## src/rtl/wtsc_pkg.sv

```systemverilog
package wtsc_pkg;
    typedef enum logic [1:0] {
        PH_IDLE = 2'd0,
        PH_ARB  = 2'd1,
        PH_XFER = 2'd2
    } phase_e;
endpackage

```

## src/rtl/wtsc_line_store.sv

```systemverilog
module wtsc_line_store #(
    parameter int IDX_W  = 2,
    parameter int TAG_W  = 4,
    parameter int DATA_W = 16
) (
    input  logic              clk,
    input  logic              rst_n,
    input  logic [IDX_W-1:0]  lk_idx,
    output logic              lk_valid,
    output logic [TAG_W-1:0]  lk_tag,
    output logic [DATA_W-1:0] lk_data,
    input  logic [IDX_W-1:0]  sp_idx,
    output logic              sp_valid,
    output logic [TAG_W-1:0]  sp_tag,
    input  logic              fill_en,
    input  logic [IDX_W-1:0]  fill_idx,
    input  logic [TAG_W-1:0]  fill_tag,
    input  logic [DATA_W-1:0] fill_data,
    input  logic              upd_en,
    input  logic [IDX_W-1:0]  upd_idx,
    input  logic [DATA_W-1:0] upd_data,
    input  logic              inv_en,
    input  logic [IDX_W-1:0]  inv_idx
);
    localparam int LINES = 1 << IDX_W;

    typedef struct packed {
        logic [LINES-1:0]             vld;
        logic [LINES-1:0][TAG_W-1:0]  tag;
        logic [LINES-1:0][DATA_W-1:0] dat;
    } store_t;

    store_t st_d, st_q;

    always_comb begin
        st_d = st_q;
        if (upd_en) begin
            st_d.dat[upd_idx] = upd_data;
        end
        if (fill_en) begin
            st_d.vld[fill_idx] = 1'b1;
            st_d.tag[fill_idx] = fill_tag;
            st_d.dat[fill_idx] = fill_data;
        end
        if (inv_en) begin
            st_d.vld[inv_idx] = 1'b0;
        end
    end

    always_ff @(posedge clk) begin
        if (!rst_n) st_q <= '0;
        else        st_q <= st_d;
    end

    assign lk_valid = st_q.vld[lk_idx];
    assign lk_tag   = st_q.tag[lk_idx];
    assign lk_data  = st_q.dat[lk_idx];
    assign sp_valid = st_q.vld[sp_idx];
    assign sp_tag   = st_q.tag[sp_idx];


    fill_sets_valid_chk: assert property (@(posedge clk) disable iff (!rst_n)
        fill_en && !(inv_en && inv_idx == fill_idx) |=> st_q.vld[$past(fill_idx)]);


    inv_clears_chk: assert property (@(posedge clk) disable iff (!rst_n)
        inv_en && !fill_en |=> !st_q.vld[$past(inv_idx)]);


    upd_keeps_state_chk: assert property (@(posedge clk) disable iff (!rst_n)
        upd_en && !fill_en && !inv_en |=> st_q.vld[$past(upd_idx)] == $past(st_q.vld[upd_idx]));
endmodule

```

## src/rtl/wtsc_snoop_hit.sv

```systemverilog
module wtsc_snoop_hit #(
    parameter int TAG_W   = 4,
    parameter int ID_W    = 2,
    parameter int SELF_ID = 1
) (
    input  logic             snp_valid,
    input  logic             snp_we,
    input  logic [ID_W-1:0]  snp_id,
    input  logic [TAG_W-1:0] snp_tag,
    input  logic             line_valid,
    input  logic [TAG_W-1:0] line_tag,
    output logic             kill
);
    localparam logic [ID_W-1:0] SELF = ID_W'(SELF_ID);

    logic foreign_wr;
    assign foreign_wr = snp_valid && snp_we && (snp_id != SELF);
    assign kill       = foreign_wr && line_valid && (line_tag == snp_tag);
endmodule

```

## src/rtl/wt_snoop_ctrl.sv

```systemverilog
module wt_snoop_ctrl
    import wtsc_pkg::*;
#(
    parameter int ADDR_W  = 6,
    parameter int IDX_W   = 2,
    parameter int DATA_W  = 16,
    parameter int ID_W    = 2,
    parameter int SELF_ID = 1
) (
    input  logic              clk,
    input  logic              rst_n,
    input  logic              cpu_req,
    input  logic              cpu_we,
    input  logic [ADDR_W-1:0] cpu_addr,
    input  logic [DATA_W-1:0] cpu_wdata,
    output logic              cpu_stall,
    output logic              cpu_done,
    output logic [DATA_W-1:0] cpu_rdata,
    output logic              bus_req,
    input  logic              bus_gnt,
    output logic              bus_cmd_valid,
    output logic              bus_cmd_we,
    output logic [ADDR_W-1:0] bus_addr,
    output logic [DATA_W-1:0] bus_wdata,
    input  logic              bus_ack,
    input  logic [DATA_W-1:0] bus_rdata,
    input  logic              snp_valid,
    input  logic              snp_we,
    input  logic [ADDR_W-1:0] snp_addr,
    input  logic [ID_W-1:0]   snp_id
);
    localparam int TAG_W = ADDR_W - IDX_W;

    typedef struct packed {
        phase_e            phase;
        logic              we;
        logic [ADDR_W-1:0] addr;
        logic [DATA_W-1:0] wdata;
        logic              done;
        logic [DATA_W-1:0] rdata;
    } ctl_t;

    ctl_t c_d, c_q;

    logic              idle;
    logic [ADDR_W-1:0] lk_addr;
    logic              lk_valid, lk_hit;
    logic [TAG_W-1:0]  lk_tag;
    logic [DATA_W-1:0] lk_data;
    logic              sp_valid, kill;
    logic [TAG_W-1:0]  sp_tag;
    logic              fill_en, upd_en, accept;

    assign idle    = (c_q.phase == PH_IDLE);
    assign lk_addr = idle ? cpu_addr : c_q.addr;
    assign lk_hit  = lk_valid && (lk_tag == lk_addr[ADDR_W-1:IDX_W]);
    assign accept  = cpu_req && idle;

    wtsc_line_store #(.IDX_W(IDX_W), .TAG_W(TAG_W), .DATA_W(DATA_W)) u_store (
        .clk       (clk),
        .rst_n     (rst_n),
        .lk_idx    (lk_addr[IDX_W-1:0]),
        .lk_valid  (lk_valid),
        .lk_tag    (lk_tag),
        .lk_data   (lk_data),
        .sp_idx    (snp_addr[IDX_W-1:0]),
        .sp_valid  (sp_valid),
        .sp_tag    (sp_tag),
        .fill_en   (fill_en),
        .fill_idx  (c_q.addr[IDX_W-1:0]),
        .fill_tag  (c_q.addr[ADDR_W-1:IDX_W]),
        .fill_data (bus_rdata),
        .upd_en    (upd_en),
        .upd_idx   (c_q.addr[IDX_W-1:0]),
        .upd_data  (c_q.wdata),
        .inv_en    (kill),
        .inv_idx   (snp_addr[IDX_W-1:0])
    );

    wtsc_snoop_hit #(.TAG_W(TAG_W), .ID_W(ID_W), .SELF_ID(SELF_ID)) u_snoop (
        .snp_valid  (snp_valid),
        .snp_we     (snp_we),
        .snp_id     (snp_id),
        .snp_tag    (snp_addr[ADDR_W-1:IDX_W]),
        .line_valid (sp_valid),
        .line_tag   (sp_tag),
        .kill       (kill)
    );

    always_comb begin
        c_d      = c_q;
        c_d.done = 1'b0;
        fill_en  = 1'b0;
        upd_en   = 1'b0;
        case (c_q.phase)
            PH_IDLE: begin
                if (accept) begin
                    if (!cpu_we && lk_hit) begin
                        c_d.done  = 1'b1;
                        c_d.rdata = lk_data;
                    end else begin
                        c_d.phase = PH_ARB;
                        c_d.we    = cpu_we;
                        c_d.addr  = cpu_addr;
                        c_d.wdata = cpu_wdata;
                    end
                end
            end
            PH_ARB: begin
                if (bus_gnt) begin
                    c_d.phase = PH_XFER;
                    upd_en    = c_q.we && lk_hit;
                end
            end
            PH_XFER: begin
                if (bus_ack) begin
                    c_d.phase = PH_IDLE;
                    c_d.done  = 1'b1;
                    if (!c_q.we) begin
                        fill_en   = 1'b1;
                        c_d.rdata = bus_rdata;
                    end
                end
            end
            default: c_d.phase = PH_IDLE;
        endcase
    end

    always_ff @(posedge clk) begin
        if (!rst_n) c_q <= '0;
        else        c_q <= c_d;
    end

    assign cpu_stall     = !idle;
    assign cpu_done      = c_q.done;
    assign cpu_rdata     = c_q.rdata;
    assign bus_req       = (c_q.phase == PH_ARB);
    assign bus_cmd_valid = (c_q.phase == PH_XFER);
    assign bus_cmd_we    = c_q.we;
    assign bus_addr      = c_q.addr;
    assign bus_wdata     = c_q.wdata;


    rd_hit_local_chk: assert property (@(posedge clk) disable iff (!rst_n)
        accept && !cpu_we && lk_hit |=> cpu_done && !cpu_stall && !bus_req);


    cmd_after_gnt_chk: assert property (@(posedge clk) disable iff (!rst_n)
        $rose(bus_cmd_valid) |-> $past(bus_gnt));


    req_hold_chk: assert property (@(posedge clk) disable iff (!rst_n)
        bus_req && !bus_gnt |=> bus_req);


    cmd_hold_chk: assert property (@(posedge clk) disable iff (!rst_n)
        bus_cmd_valid && !bus_ack |=> bus_cmd_valid && $stable(bus_addr) && $stable(bus_cmd_we));


    ack_done_chk: assert property (@(posedge clk) disable iff (!rst_n)
        bus_cmd_valid && bus_ack |=> cpu_done && !cpu_stall);
endmodule

```

## config.mk

```make
export PLATFORM = sky130hd
export DESIGN_NAME = wt_snoop_ctrl
export DESIGN_NICKNAME = d
export VERILOG_FILES = /design/src/rtl/wtsc_pkg.sv /design/src/rtl/wtsc_line_store.sv /design/src/rtl/wtsc_snoop_hit.sv /design/src/rtl/wt_snoop_ctrl.sv
export SDC_FILE = /design/constraint.sdc
export NUM_CORES = 1
export LEC_CHECK = 0
export BUFFER_PORTS_ARGS = -buffer_cell sky130_fd_sc_hd__buf_2
export CORE_ASPECT_RATIO = 0.75
export CORE_MARGIN = 5
export CORE_UTILIZATION = 35
export CTS_BUF_LIST = sky130_fd_sc_hd__clkbuf_4 sky130_fd_sc_hd__clkbuf_8 sky130_fd_sc_hd__clkbuf_16
export DETAILED_ROUTE_END_ITERATION = 10
export GPL_TIMING_DRIVEN = 0
export PLACE_DENSITY_LB_ADDON = 0.3
export SYNTH_ARGS = -nofsm -noshare
export SYNTH_HDL_FRONTEND = slang
export SYNTH_SLANG_ARGS = --single-unit
```

## constraint.sdc

```tcl
create_clock -name clk -period 4.26 [get_ports clk]
set_input_delay 0.639 -clock clk [delete_from_list [all_inputs] [get_ports clk]]
set_output_delay 0.639 -clock clk [all_outputs]
set_load 0.01 [all_outputs]
```

==> flow_summary.yaml <==
outcome:
  status: "complete, no violations"
clock_network:
  cts_tree: "built"
  postCtsSetupBuffers: 0
  clkSinkCount: 126
  numCtsBuffers: 17
  cts_resized: 0
  htreeDepth: 4
  path_clk_slew_ns: 0.06
  cts_hold_buffers: 0
  clock_latency_ns: 0.44
  clock-root-buffer: "clkbuf_16"
  cts_buffer_depth: 2
synth:
  syn_area_um2: 7840
  syn_avg_cell_area_um2: 7.43
  yosysSeqAreaShare_pct: 32.2
  syn-num-nets: 1109
  async_flop_share_pct: 0
  yosysWarnings: 0
  synth-edff-count: 0
  yosys_most_used_dff: "dfxtp_1"
  synthCells: 1055
  synth.distinct_cells: 52
  synth-seq-cells: 126
drt:
  vias_per_cell: 5.75
  drt_iter0_drc: 1101
  ant_nets: 0
  drc: 0
  routedWlPerCell_um: 20.8
  first_pass_iters: 6
  drt-total-wl_um: 30700
  vias: 8467
pwr:
  p_comb_share_pct: 17.9
  p_int_mw: 2.24
  pwr-share-clk_pct: 43.8
  seq_power_share_pct: 38.3
  p_leak_nw: 3.62
  netSwitchingFraction_pct: 31.4
  ir_worst_vdd_uv: 261
  p_total_mw: 3.27
  power_density_nw_per_um2: 354
  p_switching_mw: 1.02
finish:
  seqCellArea_um2: 2520
  final_nets: 1221
  layout_common_cells: "nand2_1, dfxtp_1, buf_2"
  drive_gt1_share_pct: 18.6
  area_delta_synth_final_pct: 17.8
  final_common_cell: "nand2_1"
  fin_cells: 1473
  multi_input_area_um2: 4520
  final_core_util_pct: 41.9
  num_antenna_cells: 0
  nFillCells: 2262
worst_setup_path:
  critPathCaptureType: "flip-flop"
  timing.rr.start: "c_q[40]$_SDFFE_PN0P_"
  critPathRequiredTime_ns: 4.61
  r2r_cells: 10
  crit_arrival_ns: 3.73
  reg2reg_slack_ns: 0.88
  crit_start: "c_q[40]$_SDFFE_PN0P_"
  r2r_end: "u_store.st_q[34]$_SDFF_PN0_"
  worstSetupPathType: "reg -> reg"
  cp_max_fo: 10
  startpoint_type: "flip-flop"
die:
  std_cell_rows: 47
  start_util_pct: 35.6
  dieArea_um2: 25500
  coreArea_um2: 22100
  die_x_um: 183
  die_h_um: 140
  io_pins: 97
sta:
  relSlewSlack_pct: 44.4
  holdWs_ns: 0.446
  setup_viol: 0
  worst_pin_slew_ns: 0.831
  fmaxAchievable_mhz: 296
  post-route-period-util_pct: 79.2
  finalHoldViolations: 0
  fin_crit_ns: 3.38
  rsz0062_at_grt: "false"
  tns_ns: 0
  finalMaxSlewViolations: 0
  finalClockSkew_ns: 0.00885
placed_design:
  place.gp.congestion: 0.953
  dp_cells: 1442
  port_buffers: 93
  dp_hpwl_um: 23400
worst_hold_path:
  min_to: "bus_wdata[2]$_SDFFE_PN0P_"
  holdPathStages: 3
  hp-class: "in -> reg"
  worstHoldStart: "cpu_wdata[2]"
global_route:
  grt_first_pass_wirelength_um: 46700
  grt_pass1_vias: 7854
  antenna_found_initial: 0
  grt.total_usage_pct: 23.5
  grt_max_degree: 17
  grt_overflow: 0
flow_run:
  max-cap-violations: 0
[logic make-up after synthesis]
logic type             Yosys count  share of synthesized area (%)
flip-flops                     126                           32.2
multiplexers                    41                           6.11
AND/OR/NAND/NOR                513                           28.2
AO/OA/AOI/OAI                  224                           22.7
XOR/XNOR                         5                          0.559
buffers and inverters          146                           10.2
[cells in the mapped netlist, types with 2 or more instances]
cell / count / area, µm²
a32oi_1: 2 / 17.5
buf_4: 49 / 368
nand2_1: 336 / 1260
nor2_1: 30 / 113
a211oi_2: 2 / 25.0
dfxtp_1: 126 / 2520
buf_2: 14 / 70.1
mux2i_1: 34 / 340
mux4_2: 5 / 113
clkbuf_1: 70 / 263
o221a_1: 15 / 169
nand2b_1: 3 / 18.8
a41oi_1: 16 / 140
nor2b_1: 14 / 87.6
a21boi_0: 8 / 60.1
nand3_1: 92 / 460
o21ai_0: 32 / 160
or2_2: 2 / 12.5
buf_6: 7 / 78.8
a211oi_1: 62 / 465
and3_1: 24 / 150
inv_1: 5 / 18.8
a311oi_1: 64 / 561
a31oi_1: 2 / 12.5
xnor2_1: 5 / 43.8
o21a_1: 3 / 22.5
o21ai_2: 2 / 17.5
a21oi_1: 7 / 35.0
[worst max path at each step]
stage	end	slack, ns
floorplan	cpu_rdata[1]$_SDFFE_PN0P_	1.50
global placement	cpu_rdata[2]$_SDFFE_PN0P_	0.81
detailed placement	cpu_rdata[2]$_SDFFE_PN0P_	0.79
CTS	cpu_rdata[2]$_SDFFE_PN0P_	1.03
global route	u_store.st_q[47]$_SDFF_PN0_	0.70
finish	u_store.st_q[34]$_SDFF_PN0_	0.88
[layer usage]
metal  wire length [µm]  share of wire [%]  global-route usage (%)
met1              14200                 46                    35.9
met2              11300                 37                    29.8
met3               4750                 16                    10.3
met4                382                1.2                    5.33
met5                  0                  0                       0
[power by group through the flow]
stage | Sequential (mW) | Combinational (mW) | Clock (mW)
final | 1.25 | 0.585 | 1.43
after global routing | 1.26 | 0.626 | 1.49
after CTS | 1.25 | 0.564 | 1.43
after detailed placement | 1.28 | 0.562 | 0
after global placement | 1.28 | 0.560 | 0
after floorplan | 1.26 | 0.358 | 0
[worst max-delay path: stages (launching register included)]
cell      delay [ns]
dfxtp_1         0.35
buf_6           0.17
o21a_1          0.21
nor2_1          0.64
and3_1          0.30
o21ai_0         0.14
a211oi_4        0.51
buf_4           0.30
buf_2           0.29
a311oi_1        0.15
a211oi_2        0.23
[through the flow]
stage,setup slack [ns],instance area (µm²)
after floorplan,1.50,7840
after global placement,0.815,8670
after detailed placement,0.788,8670
after CTS,1.03,9230
after global routing,0.701,9230
final,0.885,9230
[layout make-up]
cell class / count / share of cell area [%]
Buffer: 141 / 8.48
Clock buffer: 21 / 5.07
Clock inverter: 10 / 0.989
Inverter: 5 / 0.203
Multi-Input combinational cell: 783 / 48.9
Sequential cell: 126 / 27.3
Tap cell: 294 / 3.98
Timing Repair Buffer: 93 / 5.04
Note: power is estimated with default switching activity, not from simulation.
